[src/rtl/booth_mul_pkg.sv]
package booth_mul_pkg;

    typedef enum logic [1:0] {
        BOOTH_HOLD = 2'b00,
        BOOTH_ADD  = 2'b01,
        BOOTH_SUB  = 2'b10
    } booth_op_e;

endpackage

[src/rtl/booth_recoder.sv]
module booth_recoder
    import booth_mul_pkg::*;
(
    input  logic      cur_bit,
    input  logic      prev_bit,
    output booth_op_e op
);

    // Pair (current, previous): 10 begins a run of ones, 01 ends one.
    always_comb begin
        unique case ({cur_bit, prev_bit})
            2'b10:   op = BOOTH_SUB;
            2'b01:   op = BOOTH_ADD;
            default: op = BOOTH_HOLD;
        endcase
    end

endmodule

[src/rtl/booth_addsub.sv]
module booth_addsub
    import booth_mul_pkg::*;
#(
    parameter int WIDTH = 8
) (
    input  logic [WIDTH:0]   acc,
    input  logic [WIDTH-1:0] mcand,
    input  booth_op_e        op,
    output logic [WIDTH:0]   sum
);

    localparam int EXT_W = WIDTH + 1;

    logic [EXT_W-1:0] mcand_ext;
    logic [EXT_W-1:0] operand;
    logic             carry_in;

    always_comb begin
        mcand_ext = {mcand[WIDTH-1], mcand};
        carry_in  = 1'b0;
        operand   = '0;
        unique case (op)
            BOOTH_ADD: operand = mcand_ext;
            BOOTH_SUB: begin
                // Subtraction as the inverted operand plus one.
                operand  = ~mcand_ext;
                carry_in = 1'b1;
            end
            default:   operand = '0;
        endcase
        sum = acc + operand + {{(EXT_W-1){1'b0}}, carry_in};
    end

endmodule

[src/rtl/booth_iter_ctr.sv]
module booth_iter_ctr #(
    parameter int WIDTH = 8
) (
    input  logic clk,
    input  logic rst,
    input  logic load,
    input  logic step,
    output logic last
);

    localparam int CNT_W = $clog2(WIDTH + 1);
    localparam logic [CNT_W-1:0] LAST_IDX = CNT_W'(WIDTH - 1);

    logic [CNT_W-1:0] count_d, count_q;

    always_comb begin
        count_d = count_q;
        if (load)
            count_d = '0;
        else if (step)
            count_d = (count_q == LAST_IDX) ? '0 : count_q + 1'b1;
        last = step && (count_q == LAST_IDX);
    end

    always_ff @(posedge clk) begin
        if (rst) count_q <= '0;
        else     count_q <= count_d;
    end

    AST_CNT_BOUND: assert property (@(posedge clk) disable iff (rst)
        count_q <= LAST_IDX);

endmodule

[src/rtl/booth_seq_mul.sv]
module booth_seq_mul
    import booth_mul_pkg::*;
#(
    parameter int WIDTH = 8
) (
    input  logic               clk,
    input  logic               rst,
    input  logic               start,
    input  logic [WIDTH-1:0]   mcand_in,
    input  logic [WIDTH-1:0]   mplier_in,
    output logic               busy,
    output logic               done,
    output logic [2*WIDTH-1:0] product
);

    localparam int ACC_W = WIDTH + 1;

    typedef struct packed {
        logic             busy;
        logic             done;
        logic [ACC_W-1:0] acc;
        logic [WIDTH-1:0] low;
        logic             aux;
        logic [WIDTH-1:0] mcand;
    } mul_state_t;

    mul_state_t state_d, state_q;

    booth_op_e        step_op;
    logic [ACC_W-1:0] step_sum;
    logic             accept;
    logic             last_step;

    assign accept = start && !state_q.busy;

    booth_recoder u_recode (
        .cur_bit  (state_q.low[0]),
        .prev_bit (state_q.aux),
        .op       (step_op)
    );

    booth_addsub #(.WIDTH(WIDTH)) u_addsub (
        .acc   (state_q.acc),
        .mcand (state_q.mcand),
        .op    (step_op),
        .sum   (step_sum)
    );

    booth_iter_ctr #(.WIDTH(WIDTH)) u_ctr (
        .clk  (clk),
        .rst  (rst),
        .load (accept),
        .step (state_q.busy),
        .last (last_step)
    );

    always_comb begin
        state_d      = state_q;
        state_d.done = 1'b0;
        if (accept) begin
            state_d.busy  = 1'b1;
            state_d.acc   = '0;
            state_d.low   = mplier_in;
            state_d.aux   = 1'b0;
            state_d.mcand = mcand_in;
        end else if (state_q.busy) begin
            // Arithmetic right shift of {sum, low, aux}.
            state_d.acc = {step_sum[ACC_W-1], step_sum[ACC_W-1:1]};
            state_d.low = {step_sum[0], state_q.low[WIDTH-1:1]};
            state_d.aux = state_q.low[0];
            if (last_step) begin
                state_d.busy = 1'b0;
                state_d.done = 1'b1;
            end
        end
    end

    always_ff @(posedge clk) begin
        if (rst) state_q <= '0;
        else     state_q <= state_d;
    end

    assign busy    = state_q.busy;
    assign done    = state_q.done;
    assign product = {state_q.acc[WIDTH-1:0], state_q.low};

    AST_BUSY_ON_START: assert property (@(posedge clk) disable iff (rst)
        (start && !busy) |=> busy);
    AST_DONE_PULSE: assert property (@(posedge clk) disable iff (rst)
        done |=> !done);
    AST_DONE_IDLE: assert property (@(posedge clk) disable iff (rst)
        done |-> !busy);
    AST_MCAND_FROZEN: assert property (@(posedge clk) disable iff (rst)
        (busy && $past(busy)) |-> $stable(state_q.mcand));
    AST_PRODUCT_HELD: assert property (@(posedge clk) disable iff (rst)
        (!busy && !$past(busy) && !$past(start)) |-> $stable(product));

endmodule

[config.mk]
export PLATFORM = sky130hd
export DESIGN_NAME = booth_seq_mul
export DESIGN_NICKNAME = d
export VERILOG_FILES = /design/src/rtl/booth_mul_pkg.sv /design/src/rtl/booth_recoder.sv /design/src/rtl/booth_addsub.sv /design/src/rtl/booth_iter_ctr.sv /design/src/rtl/booth_seq_mul.sv
export SDC_FILE = /design/constraint.sdc
export NUM_CORES = 1
export LEC_CHECK = 0
export BUFFER_PORTS_ARGS = -buffer_cell sky130_fd_sc_hd__buf_2
export CAP_MARGIN = 10
export CORE_MARGIN = 3
export CORE_UTILIZATION = 51
export CTS_BUF_LIST = sky130_fd_sc_hd__clkbuf_8
export CTS_CLUSTER_SIZE = 16
export DETAILED_ROUTE_END_ITERATION = 8
export MAX_ROUTING_LAYER = met4
export PLACE_DENSITY = 0.78
export SYNTH_ARGS = -nofsm -noshare
export SYNTH_HDL_FRONTEND = slang
export SYNTH_SLANG_ARGS = --single-unit
[constraint.sdc]
create_clock -name clk -period 2.4 [get_ports clk]
set_input_delay 0.12 -clock clk [delete_from_list [all_inputs] [get_ports clk]]
set_output_delay 0.12 -clock clk [all_outputs]
set_load 0.05 [all_outputs]
==> run metrics, run 1 <==
status=complete, no violations; Hold-fix buffers, CTS=0; core box area=3200 um^2; Detail Route Antenna Nets=0; Worst R2R Setup Slack=0.18 ns; share of cells above drive strength 1=24.4%; cts bufs inserted=5; top cells by area, synth=dfxtp_1 35%, buf_4 7.6%, a21oi_1 6.7%, mux2i_1 6.7%, nand2_1 6.3%; gr ovfl total=0; Synth-to-Final Area Change=13.0%; Vias=1,450; Final Skew=0.00523 ns; Setup violations, final=0; Worst-path clk slew=0.06 ns; vias in the first global route=1,321; CP Cell Sequence=nor2b_1 -> nand2_1 -> o21ai_0 -> fa_2 -> fa_2 -> a21o_2 -> a221oi_4 -> o211ai_1 -> a31oi_1; total power=1.32 mW; die width=65.1 um; Ys Warns=0; first-pass iteration count of the detailed router=4; Worst Max-Slew Pin Slew=0.528 ns; PwrDens=658 nW/um^2; maximum clock rate=450 MHz; CTS-repair resized insts=0; Critical Path RT=2.62 ns; Lkg Pwr=0.938 nW; Clock Latency Late Sink=0.29 ns; setup TNS=0 ns; most frequent CP cell=fa_2; Post-Syn Area=1780 um^2; Hold Vio Cnt, Final=0; Worst Min Path Start=mcand_in[7]; critical path type=flip-flop to flip-flop; IO Port Bufs=36; Rows=20; hold-critical path depth=3; Synth cell types=37; hold crit path type=input port to flip-flop; FF+latch count, synth=31; Syn Nets=245; Buf/Inv on CP=0; Hold Path Sink=state_q[7]$_SDFFE_PP0P_; RSZ-0062 raised after global routing=false; leading area contributor after synthesis=dfxtp_1; total wire length=3610 um; # H-tree levels=2; Vias per Instance=5.14; Final Max Tran Viols=0; Final HPWL DP=2600 um; crit-path max FO=5; first-pass GRT wire length=6080 um; Seq pwr share=42.6%; wire per inst=12.8 um; number of max-cap violations=0; initial antenna violation count=0; switching power=367 uW; postcts setup bufs=0; critical path's slowest cell=fa_2; Final Net Count=266; Layout Utilization=62.9%; worst r2r src=state_q[8]$_SDFFE_PP0P_; n_diodes=0; clock root buffer=clkbuf_8; Seq/Total Area, Yosys=34.8%; Period Utilization, post-route=92.7%; max incr delay on CP=0.37 ns; CTS tree=built; WP data arrival=2.44 ns; drc violations=0; switch share=27.7%; startpoint types=flip-flop; WHS=0.0680 ns; Mapped Cells=216; CTS max path bufs=2; Mapped Avg Cell Area=8.25 um^2; r2r worst-path depth=9; critical path endpoint category=flip-flop; Die Area=4240 um^2; peak supply drop=406 uV; clock power share=40.0%; Iter 0 DRT Violations=75; CP delay by family, top=compound AO/OA/AOI/OAI gates; Clock Sinks=31; initial core utilization=55.6%; minimum clock period=2.22 ns; Die Height=65.1 um; Internal Pwr Total=957 uW; largest net degree at the start of global routing=27; post-synth top area share=34.8%; Comb power frac=17.4%; GPL Wtd Cong=0.862; GRT Util Overall=19.5%; worst reg2reg endpoint=product[15]$_SDFFE_PP0P_; # IOs=37; Slew HR=64.7%
-- through the flow --
stage | instances | area (um^2) | setup slack [ns]
after floorplan | 216 | 1780 | 0.112
after CTS | 282 | 2000 | 0.0362
after global placement | 274 | 1880 | 0.129
after detailed placement | 274 | 1880 | 0.0514
after global routing | 282 | 2010 | 0.0354
final | 282 | 2010 | 0.176
-- worst min-delay path: cells and delay by family --
kind | cells | cell delay (ns)
AND/OR/NAND/NOR | 1 | 0.04
buffers and inverters | 1 | 0.09
AO/OA/AOI/OAI | 1 | 0.05
-- metal layers --
layer  global-route usage (%)  routed length (um)  share of wire [%]  vias to the layer above
met5                        -                   0                  0                        -
met1                     24.7                1640                 45                      645
li1                         -                   -                  -                      761
met2                     29.4                1670                 46                       37
met4                     7.77                  70                1.9                        0
met3                     5.81                 227                6.3                        7
-- how the worst max path moves through the flow --
stage	from	to	slack, ns	cells after the start
floorplan	product[0]$_SDFFE_PP0P_	product[15]$_SDFFE_PP0P_	0.11	9
global placement	state_q[8]$_SDFFE_PP0P_	product[15]$_SDFFE_PP0P_	0.13	9
detailed placement	state_q[8]$_SDFFE_PP0P_	product[13]$_SDFFE_PP0P_	0.05	8
CTS	state_q[8]$_SDFFE_PP0P_	product[15]$_SDFFE_PP0P_	0.04	8
global route	state_q[8]$_SDFFE_PP0P_	product[15]$_SDFFE_PP0P_	0.04	9
finish	state_q[8]$_SDFFE_PP0P_	product[15]$_SDFFE_PP0P_	0.18	9
-- cell families (layout without fill, tap and decap cells) --
group	after synthesis	in the layout	synth area share, %
fa+ha+maj	10	10	7.87
buf+inv	31	53	10.7
xor+xnor	6	6	2.95
mux	13	13	7.37
compound gates	49	49	16.2
flops	31	31	34.8
simple gates	76	76	20.0
-- cell usage in the layout (no fill, tap or decap), types with 5 or more instances in the layout --
master,instances
clkbuf_8,6
nand2b_1,7
a21oi_1,24
buf_4,5
nand2_1,30
nor2_1,25
o21ai_0,9
dfxtp_1,30
ha_1,8
buf_2,36
mux2i_1,12
-- registers in the layout, summed over array words and instances (netlist names) --
signal         flops
done               1
u_ctr.count_q      4
busy               1
product           16
state_q            9
-- cell type report --
| type | count | area (um^2) |
|---|---|---|
| clock inverter | 2 | 35.0 |
| fill | 302 | 1190 |
| clock buffer | 6 | 82.6 |
| inverter | 4 | 15.0 |
| tap | 44 | 55.1 |
| multi-input combinational | 154 | 986 |
| sequential | 31 | 622 |
| timing repair buffer | 41 | 218 |
-- power by group through the flow --
stage          combinational, mW  clock, mW  sequential [mW]
2_1_floorplan              0.195          0            0.571
3_3_place_gp               0.225          0            0.574
3_5_place_dp               0.228          0            0.575
4_1_cts                    0.230      0.537            0.563
5_1_grt                    0.256      0.562            0.568
6_report                   0.231      0.529            0.564
-- synth_stat cells (all sizes together) --
library cell and count:
nand4 1, inv 4, dfxtp 31, mux2 1, or3 2, a21o 4, nand4b 1, a22o 1
clkbuf 3, a31oi 2, nand3b 1, o21ai 10, nor2b 4, a21oi 24, nand2 30, o311ai 1
xor2 4, and2b 1, o21bai 1, and3b 1, nand2b 7, mux2i 12, o22ai 2, xnor2 2
fa 2, and3 1, nor2 26, or4b 1, ha 8, a211oi 2, a221oi 1, o211ai 1
buf 24
Power figures use the tool's default switching activity.
==> run 2: changes to the inputs <==
ABC_AREA = 1   (was unset)
CORE_UTILIZATION = 61   (was 51)
PLACE_DENSITY = 0.87   (was 0.78)
SETUP_SLACK_MARGIN = 0.15   (was unset)
clock period = 2.7 ns   (was 2.4 ns; I/O delays follow)
==> run metrics, run 2 <==
# H-tree levels=2; synth cell count leaders=71 x nand2_1, 38 x nor2_1, 31 x dfxtp_1; peak supply drop=517 uV; number of max-cap violations=0; non-filler instance count after layout=326; # IOs=37; max FFs per register=16; hold crit path type=input port to flip-flop; Synth-to-Final Area Change=9.58%; setup TNS=0 ns; critical path endpoint category=flip-flop; Post-Syn Area=1860 um^2; gr ovfl total=0; Lkg Pwr=1.11 nW; Period Utilization, post-route=84.2%; DP Area=1920 um^2; post-synthesis async set-or-reset flop share=0%; Mapped Cells=271; CTS max path bufs=2; Post-Layout Inst Area=2030 um^2; Placed Instances=318; Most used DFF post-synth=dfxtp_1; Die Area=3740 um^2; startpoint types=flip-flop; Clock Latency Late Sink=0.29 ns; Clock Sinks=31; Slew HR=65.2%; FF+latch count, synth=31; critical path's slowest cell=fa_1; Final Max Tran Viols=0; Die Height=61.2 um; Setup violations, final=0; EDFF count, synth=0; Hold Vio Cnt, Final=0; status=complete, no violations; Final Net Count=323; GRT Util Overall=22.4%; Layout Utilization=71.9%; top cells by area, synth=dfxtp_1 33%, nand2_1 14%, nor2_1 7.7%, buf_4 7.3%, nand3_1 5.9%; maximum clock rate=440 MHz; Top Metal Used=met4; routed length on met3=236 um; critical path type=flip-flop to flip-flop; Critical Path RT=2.89 ns; first-pass iteration count of the detailed router=4; crit-path max FO=8; CP delay by family, top=adder cells; initial antenna violation count=0; RSZ-0062 raised after global routing=false; Final HPWL DP=2680 um; n_diodes=0; most frequent CP cell=nand2_1; Buf/Inv on CP=2; postcts setup bufs=0; Hold-fix buffers, CTS=0; Ys Warns=0; max incr delay on CP=0.41 ns; minimum clock period=2.27 ns; Seq/Total Area, Yosys=33.4%; post-synth top area share=33.4%; most common cell in the synthesized netlist=nand2_1; Fillers=239; Worst Max-Slew Pin Slew=0.521 ns; CTS-repair resized insts=0; clock root buffer=clkbuf_8; Iter 0 DRT Violations=117; IO Port Bufs=36; Final Skew=0.00574 ns; M1 WL=1710 um; Vias per Instance=5.20; largest net degree at the start of global routing=22; WP data arrival=2.47 ns; most common cell after layout, fill and taps aside=nand2_1; Syn Nets=300; first-pass GRT wire length=5930 um; leading area contributor after synthesis=dfxtp_1; most frequent cells in the layout=71 x nand2_1, 38 x nor2_1, 36 x buf_2; vias in the first global route=1,407; share of cells above drive strength 1=18.3%; CTS tree=built; PwrDens=618 nW/um^2; GPL Wtd Cong=0.879; drc violations=0; Mapped Avg Cell Area=6.85 um^2; wire per inst=11.2 um; Detail Route Antenna Nets=0; Rows=19; die width=61.2 um; met2 routed WL=1650 um; cts bufs inserted=5; Synth cell types=26; total wire length=3670 um; core box area=2830 um^2; Worst-path clk slew=0.07 ns; Vias=1,694; CP Cell Sequence=inv_1 -> nand2_1 -> a21oi_1 -> fa_1 -> fa_1 -> nand2_1 -> nand2_1 -> nand3b_1 -> nand2_1 -> nand2_1 -> nand3_1 -> nand2_1 -> inv_1; initial core utilization=65.6%
run 2: metrics by stage:
step	total power, mW	hold WS [ns]	setup WS (ns)
floorplan	0.756	0.212	0.636
global placement	0.790	0.339	0.511
detailed placement	0.795	0.347	0.425
CTS	1.27	0.0409	0.422
global route	1.32	0.0559	0.209
finish	1.26	0.0442	0.426
run 2: power by group:
part	internal (mW)	switching, mW
logic	0.0909	0.184
clock network	0.298	0.172
registers	0.485	0.0255
run 2: logic make-up (layout without fill, tap and decap cells):
logic type	count (synthesis)	in the layout	share of synthesized area (%)
buf+inv	53	77	15.7
xor+xnor	2	2	0.944
simple gates	148	148	34.8
flops	31	31	33.4
fa+ha+maj	10	10	7.55
compound gates	27	27	7.55
run 2: worst reg2reg max path, stage by stage, from the launching register on:
cell      delay, ns
dfxtp_1        0.36
inv_1          0.08
nand2_1        0.20
a21oi_1        0.12
fa_1           0.41
fa_1           0.41
nand2_1        0.09
nand2_1        0.10
nand3b_1       0.13
nand2_1        0.06
nand2_1        0.05
nand3_1        0.06
nand2_1        0.08
inv_1          0.03
run 2: routing by layer:
| layer | track usage [%] | vias up |
|---|---|---|
| met1 | 27.6 | 750 |
| met3 | 8.39 | 8 |
| met2 | 33.5 | 49 |
| met4 | 7.74 | 0 |
| met5 | - | - |
| li1 | - | 887 |
run 2: final timing paths:
path                            cells past startpoint                           from                       end  slack (ns)
worst min register to register                      1  u_ctr.count_q[3]$_SDFFE_PP0P_           done$_SDFF_PP0_        0.49
worst min-delay path                                2                            rst           done$_SDFF_PP0_        0.04
worst max register to register                     13        product[0]$_SDFFE_PP0P_  product[13]$_SDFFE_PP0P_        0.43
worst max-delay path                               13        product[0]$_SDFFE_PP0P_  product[13]$_SDFFE_PP0P_        0.43
run 2: final cells by class:
class                           instances  area, um^2  share of cell area, %
Timing Repair Buffer                   37         188                   9.23
Clock inverter                          2        35.0                   1.72
Multi-Input combinational cell        187         943                   46.4
Tap cell                               31        38.8                   1.91
Clock buffer                            6        82.6                   4.06
Inverter                               32         125                   6.15
Sequential cell                        31         621                   30.5
